## config.mk

```make
export PLATFORM = sky130hd
export DESIGN_NAME = pg_thermal_sup
export DESIGN_NICKNAME = d
export VERILOG_FILES = /design/src/rtl/pg_thermal_sup.sv
export SDC_FILE = /design/constraint.sdc
export NUM_CORES = 1
export LEC_CHECK = 0
export BUFFER_PORTS_ARGS = -buffer_cell sky130_fd_sc_hd__buf_4
export CAP_MARGIN = 20
export CORE_AREA = 4 4 41 43
export CTS_CLUSTER_DIAMETER = 120
export DETAILED_ROUTE_END_ITERATION = 16
export DIE_AREA = 0 0 45 47
export PLACE_DENSITY_LB_ADDON = 0.05
export SLEW_MARGIN = 20
export SYNTH_ARGS = -nofsm -noshare
export SYNTH_HDL_FRONTEND = slang
export SYNTH_SLANG_ARGS = --single-unit
```

## constraint.sdc

```tcl
create_clock -name clk -period 2 [get_ports clk]
set_input_delay 0.2 -clock clk [delete_from_list [all_inputs] [get_ports clk]]
set_output_delay 0.2 -clock clk [all_outputs]
set_load 0.005 [all_outputs]
```

## src/rtl/pg_thermal_sup.sv

```systemverilog
module pg_thermal_sup #(
  parameter int TEMP_W  = 8,
  parameter int WARN_HI = 125,
  parameter int WARN_LO = 105,
  parameter int SHDN_HI = 150,
  parameter int SHDN_LO = 130
) (
  input  logic              clk,
  input  logic              rst_n,
  input  logic              enable,
  input  logic              ss_done,
  input  logic              fault_active,
  input  logic              fb_exit_active,
  input  logic [TEMP_W-1:0] temp_code,
  output logic              pwr_good,
  output logic              thermal_shdn,
  output logic              restart_ok
);
  localparam logic [TEMP_W-1:0] W_HI = TEMP_W'(WARN_HI);
  localparam logic [TEMP_W-1:0] W_LO = TEMP_W'(WARN_LO);
  localparam logic [TEMP_W-1:0] S_HI = TEMP_W'(SHDN_HI);
  localparam logic [TEMP_W-1:0] S_LO = TEMP_W'(SHDN_LO);

  logic warn_q, shdn_q, seq_q;

  wire seq_kill = !enable || fault_active || fb_exit_active || shdn_q;

  always_ff @(posedge clk or negedge rst_n)
    if (!rst_n)                warn_q <= 1'b0;
    else if (temp_code > W_HI) warn_q <= 1'b1;
    else if (temp_code <= W_LO) warn_q <= 1'b0;

  always_ff @(posedge clk or negedge rst_n)
    if (!rst_n)                shdn_q <= 1'b0;
    else if (temp_code > S_HI) shdn_q <= 1'b1;
    else if (temp_code <= S_LO) shdn_q <= 1'b0;

  always_ff @(posedge clk or negedge rst_n)
    if (!rst_n)        seq_q <= 1'b0;
    else if (seq_kill) seq_q <= 1'b0;
    else if (ss_done)  seq_q <= 1'b1;

  assign pwr_good     = seq_q && !seq_kill && !warn_q;
  assign thermal_shdn = shdn_q;
  assign restart_ok   = !shdn_q;
endmodule


```

## After elaboration in Yosys (flattened, before gate mapping)

Cells that the tools add are included.
Widths: inputs -> output; s select.

- Order comparisons: 4
- Muxes and demuxes: 6
- Reduce and logical (&&, ||, !) cells: 12

Operator list:

| cell | number |
|---|---|
| $gt 8x7->1 const B | 1 |
| $gt 8x8->1 const B | 1 |
| $le 8x7->1 const B | 1 |
| $le 8x8->1 const B | 1 |
| $mux 1 | 6 |
| $reduce_bool 2->1 | 3 |
| $logic_not 1->1 | 4 |
| $logic_or 1x1->1 | 3 |
| $logic_and 1x1->1 | 2 |

- Flip-flop bits (word level): 3
- Output and inout bits: 3
- Word-level logic and storage cells: 25

## Logic depth before layout (Yosys ltp)

Gate-level depths: netlist (run 1).

- Depth in word-level cells: 7
- Mapped depth: 3
- Mapped depth without buffers: 3

## Worst setup path before layout (run 1)

Ideal clock, no wire load.

- Path kind: reg-to-output
- From: register shdn_q (netlist: thermal_shdn)
- To: output pwr_good
- Arrival: 1.136 ns
- Required time: 1.800 ns
- Setup slack: 0.664 ns
- Cell stages (with the launch flop): 3
- Buffers on the path: 0
- Cell sequence: dfrtp_1 or4b_4 nor3b_2

- Longest elaborated chain between the ends: 4

Ends and longest elaborated chain:

| element | RTL line | source |
|---|---|---|
| start, declared | 24 | `logic warn_q, shdn_q, seq_q;` |
| start signal, assigned | 34 | `if (!rst_n) shdn_q <= 1'b0;` |
| start signal, assigned | 35 | `else if (temp_code > S_HI) shdn_q <= 1'b1;` |
| start signal, assigned | 36 | `else if (temp_code <= S_LO) shdn_q <= 1'b0;` |
| $logic_or 1x1->1 | 26 | `wire seq_kill = !enable \|\| fault_active \|\| fb_exit_active \|\| shdn_q;` |
| $logic_not 1->1 | 43 | `assign pwr_good = seq_q && !seq_kill && !warn_q;` |
| $logic_and 1x1->1 (2 in series) | 43 |  |
| end, declared | 15 | `output logic pwr_good,` |

No other way between the ends.

## Worst setup path after layout (run 1)

Ends and elaborated chain as after synthesis.

==> impl_metrics.toml, run 1 <==
[critical_path]
worstPathCellList = "or4b_4 > nor3b_2 > buf_4"
worst_ep_arrival_time_ps = 1530
slowest_delay_ps = 570
critical_path.max_fanout = 6
startpoint_type = "register"
required_ps = 1800
crit_slowest_cell = "or4b_4"
cp_top_family = "simple AND/OR/NAND/NOR gates"
worstSetupEndpointType = "primary output"
crit_buf_inv = 1
crit_type = "reg2out"

[sta]
rsz0062_at_grt = "false"
setup_viol = 0
skew_ps = 1.99
hold_ws_ps = 176
slew_headroom = 0.870
fin_crit_ps = 1730
fmax_ghz = 0.577
finalMaxSlewViolations = 0
fin_crit_sh = 0.866
tns_ps = 0
hold_viol = 0
worstMarginPinSlew_ps = 194

[global_routing]
grt_pass1_vias = 245
grt_max_degree = 7
antenna_found_initial = 0
grt_overflow = 0
grt_pass1_wl_um = 924
grtUsageTotal = 0.0672

[cts]
cts_tree = "yes"
clkTransAtPathRegs_ps = 40
cts_sinks = 3
clkLatencyLatePin_ps = 230
clockBufferDepth = 2
htree_num_levels = 1
cts_made_buffers = 3
root_buffer = "clkbuf_4"
cts_resized = 0

[drt]
ant_nets = 0
vias = 218
wl_um = 634
post_drt_via_cell_ratio = 3.96
route.detailed.drc = 0
wl_per_cell_um = 11.5
drt_iter0_markers = 4
first_pass_iters = 2

[yosys]
syn_area_um2 = 183
synth_top_cell_area_share = 0.411
synth_cell_type_count = 14
synthTopCellsByArea = "dfrtp_1, a21oi_1, or4b_4, nor3b_2, o41a_1"
yosysWarnings = 0
ys_seq_elements = 3
synthCells = 19
yosysTopAreaCell = "dfrtp_1"
syn_avg_cell_area_um2 = 9.61
syn_nets = 33
synth_seq_area_share = 0.411

[power_and_ir_drop]
power.density_mw_per_mm2 = 602
power_leakage_uw = 0.000164
ir_drop_mv = 0.260

[floorplanning]
die_area_mm2 = 0.00212
dieWidth_um = 45
rows = 13
core_mm2 = 0.00130
chipHeight_um = 47
start_util = 0.140
io_pins = 17

[placed_design]
port_buffers = 16
hpwl_um = 514
place.gp.congestion = 0.707

[cells_and_area]
diodes = 0
num-fill-cells = 160
syn_to_final_growth_pct = 95.9
fin_nets = 55
layout-drive-gt1-share = 0.525

[status]
status = "complete, no violations"

[worst_hold_path]
holdCritPathClass = "in2reg"

[flow_run]
maxCapViolCount = 0
## routing by layer
metal / vias to the layer above / track usage / share of wire
li1: 114 / - / -
met1: 94 / 0.0683 / 0.41
met2: 10 / 0.0960 / 0.48
met3: 0 / 0.0115 / 0.11
met4: 0 / 0.105 / 0
met5: - / 0 / 0
## power by group
| group | switching [uW] | internal (uW) |
|---|---|---|
| sequential | 3.60 | 64.3 |
| combinational | 14.8 | 28.1 |
| clock | 30.1 | 74.7 |
## sequential cells by signal, summed over array words and instances, names as in the netlist
register,flops
seq_q,1
thermal_shdn,1
warn_q,1
## worst paths after layout
| check | cells after the start | end | startpoint | slack [ps] |
|---|---|---|---|---|
| max | 3 | pwr_good | thermal_shdn$_DFFE_PN0P_ | 270 |
| min | 2 | warn_q$_DFFE_PN0P_ | temp_code[7] | 180 |
| max reg2reg | 2 | seq_q$_DFFE_PN0P_ | thermal_shdn$_DFFE_PN0P_ | 790 |
| min reg2reg | 2 | seq_q$_DFFE_PN0P_ | seq_q$_DFFE_PN0P_ | 550 |
| max in group asynchronous | 2 | warn_q$_DFFE_PN0P_ | rst_n | 1610 |
| min in group asynchronous | 2 | thermal_shdn$_DFFE_PN0P_ | rst_n | 290 |
## Yosys cell counts
cell type / n
a21oi_1: 3
dfrtp_1: 3
inv_1: 1
nand2_1: 1
nand4_1: 1
nor2_1: 2
nor3b_2: 1
o211ai_1: 1
o21a_1: 1
o21ai_1: 1
o31ai_1: 1
o41a_1: 1
or2_1: 1
or4b_4: 1
## cells by family (layout without fill, tap and decap cells)
family,Yosys count,count (layout),synth area share
AOI/OAI and AO/OA,8,8,0.295
DFF,3,3,0.411
and+or+nand+nor,7,7,0.274
buffers and inverters,1,22,0.0205
## what timing repair did
item / in CTS / in global routing
setup endpoints to repair: 0 / 0
hold buffers: 1 / 0
endpoints found under the hold margin: 3 / 0
buffers inserted: 0 / 0
## final cells by class
cell class | instances | area (um2) | share of cell area
clock buffers | 4 | 26.3 | 0.0734
inverters | 1 | 3.75 | 0.0105
multi-input cells | 15 | 104 | 0.290
flip-flops and latches | 3 | 75.1 | 0.210
well taps | 15 | 18.8 | 0.0524
repair buffers | 17 | 130 | 0.364
## cell usage in the layout (no fill, tap or decap)
cell type,n
a21oi_1,3
buf_4,16
clkbuf_1,1
clkbuf_4,3
dfrtp_1,3
dlygate4sd3_1,1
inv_1,1
nand2_1,1
nand4_1,1
nor2_1,2
nor3b_2,1
o211ai_1,1
o21a_1,1
o21ai_1,1
o31ai_1,1
o41a_1,1
or2_1,1
or4b_4,1
## through the flow
| step | area, um2 | power, uW | utilization | instances | setup slack [ps] |
|---|---|---|---|---|---|
| after floorplan | 183 | 79.2 | - | 19 | 664 |
| after global placement | 322 | 110 | 0.247 | 50 | 547 |
| after detailed placement | 322 | 110 | 0.247 | 50 | 486 |
| after CTS | 358 | 223 | 0.275 | 55 | 228 |
| after global routing | 358 | 232 | 0.275 | 55 | 201 |
| final | 358 | 216 | 0.275 | 55 | 268 |
Note: power is estimated with default switching activity, not from simulation.
==> inputs of run 2 (changes only) <==
--- a/config.mk
+++ b/config.mk
@@ -5,6 +5,7 @@
 export SDC_FILE = /design/constraint.sdc
 export NUM_CORES = 1
 export LEC_CHECK = 0
+export ABC_AREA = 1
 export BUFFER_PORTS_ARGS = -buffer_cell sky130_fd_sc_hd__buf_4
 export CAP_MARGIN = 20
 export CORE_AREA = 4 4 41 43
==> impl_metrics.toml, run 2 <==
[global_routing]
grt_pass1_vias = 285
met2_usage = 0.110
grtUsageTotal = 0.0704
grt_max_degree = 5
gr-usage-met1 = 0.0708
met3_usage = 0.0153
grt_pass1_wl_um = 1030
antenna_found_initial = 0
grt_overflow = 0
grt.busiest_layer = "met2"

[yosys]
synth_common_cells = "nand2_1, inv_1, nand3_1"
synthCells = 38
synth-edff-count = 0
synthTopCellsByArea = "dfrtp_1, nand2_1, inv_1, nand3_1, nor2_1"
syn_avg_cell_area_um2 = 5.86
synth_seq_area_share = 0.337
ys_seq_elements = 3
synthArstFlopShare = 1.00
syn_nets = 52
yosysWarnings = 0
ys.flop_type = "dfrtp_1"
yosysMostFrequentCell = "nand2_1"
syn_area_um2 = 223
yosysTopAreaCell = "dfrtp_1"
synth_top_cell_area_share = 0.337
synth_cell_type_count = 9

[cells_and_area]
regArea_um2 = 75.1
syn_to_final_growth_pct = 78.7
multi_input_area_um2 = 110
layout-drive-gt1-share = 0.373
final_common_cell = "buf_4"
final_cell_area_um2 = 398
diodes = 0
num-fill-cells = 163
layout.cells.most_common_list = "buf_4, nand2_1, inv_1, nand3_1, nor2_1"
fin_nets = 74
post-route-util = 0.306

[floorplanning]
start_util = 0.171
dieWidth_um = 45
core_mm2 = 0.00130
chipHeight_um = 47
io_pins = 17
rows = 13
die_area_mm2 = 0.00212

[critical_path]
crit_buf_inv = 2
slowest_delay_ps = 390
crit_type = "reg2out"
cp_top_family = "flip-flops"
worst_ep_arrival_time_ps = 1010
required_ps = 1800
worstSetupEndpointType = "primary output"
crit_slowest_cell = "dfrtp_1"
critical_path.max_fanout = 4
startpoint_type = "register"
worstPathCellList = "inv_2 > nand3_1 > nor2_1 > buf_4"

[sta]
slew_headroom = 0.894
finalMaxSlewViolations = 0
skew_ps = 0.0269
fmax_ghz = 0.827
rsz0062_at_grt = "false"
hold_ws_ps = 171
fin_crit_ps = 1210
fin_crit_sh = 0.604
layout_setup_ws_ps = 791
hold_viol = 0
setup_viol = 0
tns_ps = 0
worstMarginPinSlew_ps = 157

[drt]
post_drt_via_cell_ratio = 3.62
first_pass_iters = 3
ant_nets = 0
drt_iter0_markers = 3
vias = 268
route.detailed.drc = 0
wl_per_cell_um = 8.57
wl_um = 634

[placed_design]
place.gp.congestion = 0.613
pre_cts_ws_ps = 1020
port_buffers = 16
hpwl_um = 525
place_area_um2 = 362

[power_and_ir_drop]
power_leakage_uw = 0.000236
power.density_mw_per_mm2 = 553
ir_drop_mv = 0.274

[cts]
cts_tree = "yes"
cts_setup_buffers = 0
cts_sinks = 3
clockBufferDepth = 2
clkLatencyLatePin_ps = 230
root_buffer = "clkbuf_4"
cts_made_buffers = 3
htree_num_levels = 1
clkTransAtPathRegs_ps = 40

[flow_run]
maxCapViolCount = 0

[worst_hold_path]
holdCritPathClass = "in2reg"

[status]
status = "complete, no violations"
## run 2: cell count changes after synthesis, moves of 3 or more
cell,delta
nand3_1,+6
nand2_1,+10
inv_1,+8
nor2_1,+3
a21oi_1,-3
## run 2: worst paths after layout
path	from	slack, ps	cells after the start	endpoint
setup / recovery	thermal_shdn$_DFFE_PN0P_	790	4	pwr_good
hold / removal	temp_code[7]	170	3	warn_q$_DFFE_PN0P_
setup reg to reg	thermal_shdn$_DFFE_PN0P_	1090	6	thermal_shdn$_DFFE_PN0P_
hold reg to reg	seq_q$_DFFE_PN0P_	510	2	seq_q$_DFFE_PN0P_
max in group asynchronous	rst_n	1610	2	warn_q$_DFFE_PN0P_
min in group asynchronous	rst_n	300	2	seq_q$_DFFE_PN0P_
## run 2: metal layers
| layer | share of wire | vias to the layer above |
|---|---|---|
| met5 | 0 | - |
| met4 | 0 | 0 |
| met3 | 0.077 | 0 |
| met2 | 0.51 | 7 |
| met1 | 0.41 | 108 |
| li1 | - | 153 |
## run 2: timing repair
action	in CTS	in global routing
gates resized for setup	0	0
endpoints found under the hold margin	3	0
endpoints found under the setup margin	0	0
hold buffers	1	0
## run 2: report_power, final
| group | switching (uW) | internal, uW |
|---|---|---|
| combinational | 21.3 | 28.8 |
| clock | 29.4 | 74.6 |
| sequential | 1.91 | 64.2 |
## run 2: area by class of cell
cell class / count / share of cell area
Timing Repair Buffer: 17 / 0.327
Sequential cell: 3 / 0.189
Tap cell: 15 / 0.0472
Inverter: 10 / 0.0943
Clock buffer: 4 / 0.0660
Multi-Input combinational cell: 25 / 0.277
## run 2: cell families (layout without fill, tap and decap cells)
group           after synthesis  in the layout  share of synthesized area
simple gates                 24             24                      0.455
buf+inv                      10             31                      0.169
flops                         3              3                      0.337
compound gates                1              1                     0.0393
## run 2: per-stage QoR
| step | std cells | power, uW |
|---|---|---|
| 3_3_place_gp | 69 | 117 |
| 5_1_grt | 74 | 242 |
| 2_1_floorplan | 38 | 85.7 |
| 3_5_place_dp | 69 | 117 |
| 6_report | 74 | 220 |
| 4_1_cts | 74 | 229 |
## run 2: tightest hold or removal path, stage by stage
cell	delay, ps
buf_4	80
inv_1	30
nand2_1	50
==> inputs of run 3 (changes only) <==
==> constraint.sdc (replaced) <==
create_clock -name clk -period 1 [get_ports clk]
set_input_delay 0.1 -clock clk [delete_from_list [all_inputs] [get_ports clk]]
set_output_delay 0.1 -clock clk [all_outputs]
set_load 0.005 [all_outputs]
==> impl_metrics.toml, run 3 (synthesis results as in run 2) <==
[drt]
wl_per_cell_um = 8.24
ant_nets = 0
route.detailed.drc = 0
vias = 283
drt_iter0_markers = 0
first_pass_iters = 1
wl_um = 643
post_drt_via_cell_ratio = 3.63

[cts]
cts_made_buffers = 3
root_buffer = "clkbuf_4"
clkLatencyLatePin_ps = 230
cts_sinks = 3
htree_num_levels = 1
clkTransAtPathRegs_ps = 40
cts_tree = "yes"
clockBufferDepth = 2

[power_and_ir_drop]
power_leakage_uw = 0.000254
power.density_mw_per_mm2 = 1050
total_power_uw = 457
ir_drop_mv = 0.578

[worst_hold_path]
holdCritPathClass = "in2reg"

[floorplanning]
core_mm2 = 0.00130
die_area_mm2 = 0.00212
rows = 13
chipHeight_um = 47
start_util = 0.171
dieWidth_um = 45
io_pins = 17

[placed_design]
place_inst = 69
port_buffers = 16
place.gp.congestion = 0.663
place_area_um2 = 362
hpwl_um = 532

[critical_path]
worstSetupEndpointType = "primary output"
slowest_delay_ps = 370
worst_ep_arrival_time_ps = 950
crit_type = "reg2out"
startpoint_type = "register"
worstPathCellList = "inv_2 > nand3_2 > nor2_2 > buf_4"
critical_path.max_fanout = 2
required_ps = 900
crit_slowest_cell = "dfrtp_1"

[sta]
tns_ps = -47.9
hold_ws_ps = 65.9
worstMarginPinSlew_ps = 154
skew_ps = 0.0296
slew_headroom = 0.896
fin_crit_ps = 1050
setup_viol = 1
layout_setup_ws_ps = -47.9
fmax_ghz = 0.954
fin_crit_sh = 1.05
rsz0062_at_grt = "true"
hold_viol = 0
finalMaxSlewViolations = 0

[cells_and_area]
diodes = 0
layout.cells.most_common_list = "buf_4, nand2_1, inv_1, nand3_1, nor2_1"
multi_input_area_um2 = 118
syn_to_final_growth_pct = 95.5
layout-drive-gt1-share = 0.460
regArea_um2 = 75.1
num-fill-cells = 149
fin_nets = 78
final_common_cell = "buf_4"
fin_cells = 78
final_cell_area_um2 = 435

[global_routing]
grtUsageTotal = 0.0711
grt_overflow = 0
grt_max_degree = 4
antenna_found_initial = 0
grt_pass1_wl_um = 1060
grt_pass1_vias = 299

[status]
violations = "setup timing"
status = "complete, but fails checks"

[flow_run]
maxCapViolCount = 0
[run 3: repair_timing]
action,4_1_cts,5_1_grt
endpoints found under the setup margin,1,3
setup buffers,3,1
pin swaps,2,2
hold buffers,1,0
hold endpoints to repair,3,0
gates resized for setup,1,2
[run 3: layer usage]
metal / vias up / share of wire / global-route usage / wire length (um)
met5: - / 0 / 0 / 0
met4: 0 / 0 / 0.0526 / 0
met3: 0 / 0.079 / 0.0230 / 51
met2: 7 / 0.49 / 0.119 / 313
met1: 114 / 0.43 / 0.0752 / 278
li1: 162 / - / - / -
[run 3: area by class of cell]
type,count,share of cell area
repair buffers,21,0.368
multi-input cells,25,0.270
well taps,15,0.0431
inverters,10,0.0862
flip-flops and latches,3,0.172
clock buffers,4,0.0603
[run 3: through the flow]
| stage | util | worst slack (ps) |
|---|---|---|
| 3_5_place_dp | 0.278 | 68.8 |
| 5_1_grt | 0.335 | -98.7 |
| 4_1_cts | 0.327 | -96.9 |
| 6_report | 0.335 | -47.9 |
| 2_1_floorplan | - | 121 |
| 3_3_place_gp | 0.278 | 63.2 |
[run 3: path summary, 6_finish.rpt]
check | from | end | slack, ps | depth (start not counted)
min reg2reg | seq_q$_DFFE_PN0P_ | seq_q$_DFFE_PN0P_ | 520 | 2
max in group asynchronous | rst_n | warn_q$_DFFE_PN0P_ | 710 | 2
min | temp_code[7] | warn_q$_DFFE_PN0P_ | 70 | 3
max reg2reg | thermal_shdn$_DFFE_PN0P_ | thermal_shdn$_DFFE_PN0P_ | 10 | 7
max | thermal_shdn$_DFFE_PN0P_ | pwr_good | -50 | 4
min in group asynchronous | rst_n | seq_q$_DFFE_PN0P_ | 190 | 2
[run 3: power breakdown]
| group | internal [uW] | switching [uW] | total [uW] |
|---|---|---|---|
| Sequential | 128 | 3.58 | 132 |
| Clock | 149 | 61.6 | 211 |
| Combinational | 67.5 | 46.8 | 114 |
[run 3: worst max-delay path: cells and delay by family (launching register included)]
kind / cells / cell delay (ps)
flip-flops: 1 / 370
buffers and inverters: 2 / 180
AND/OR/NAND/NOR: 2 / 170
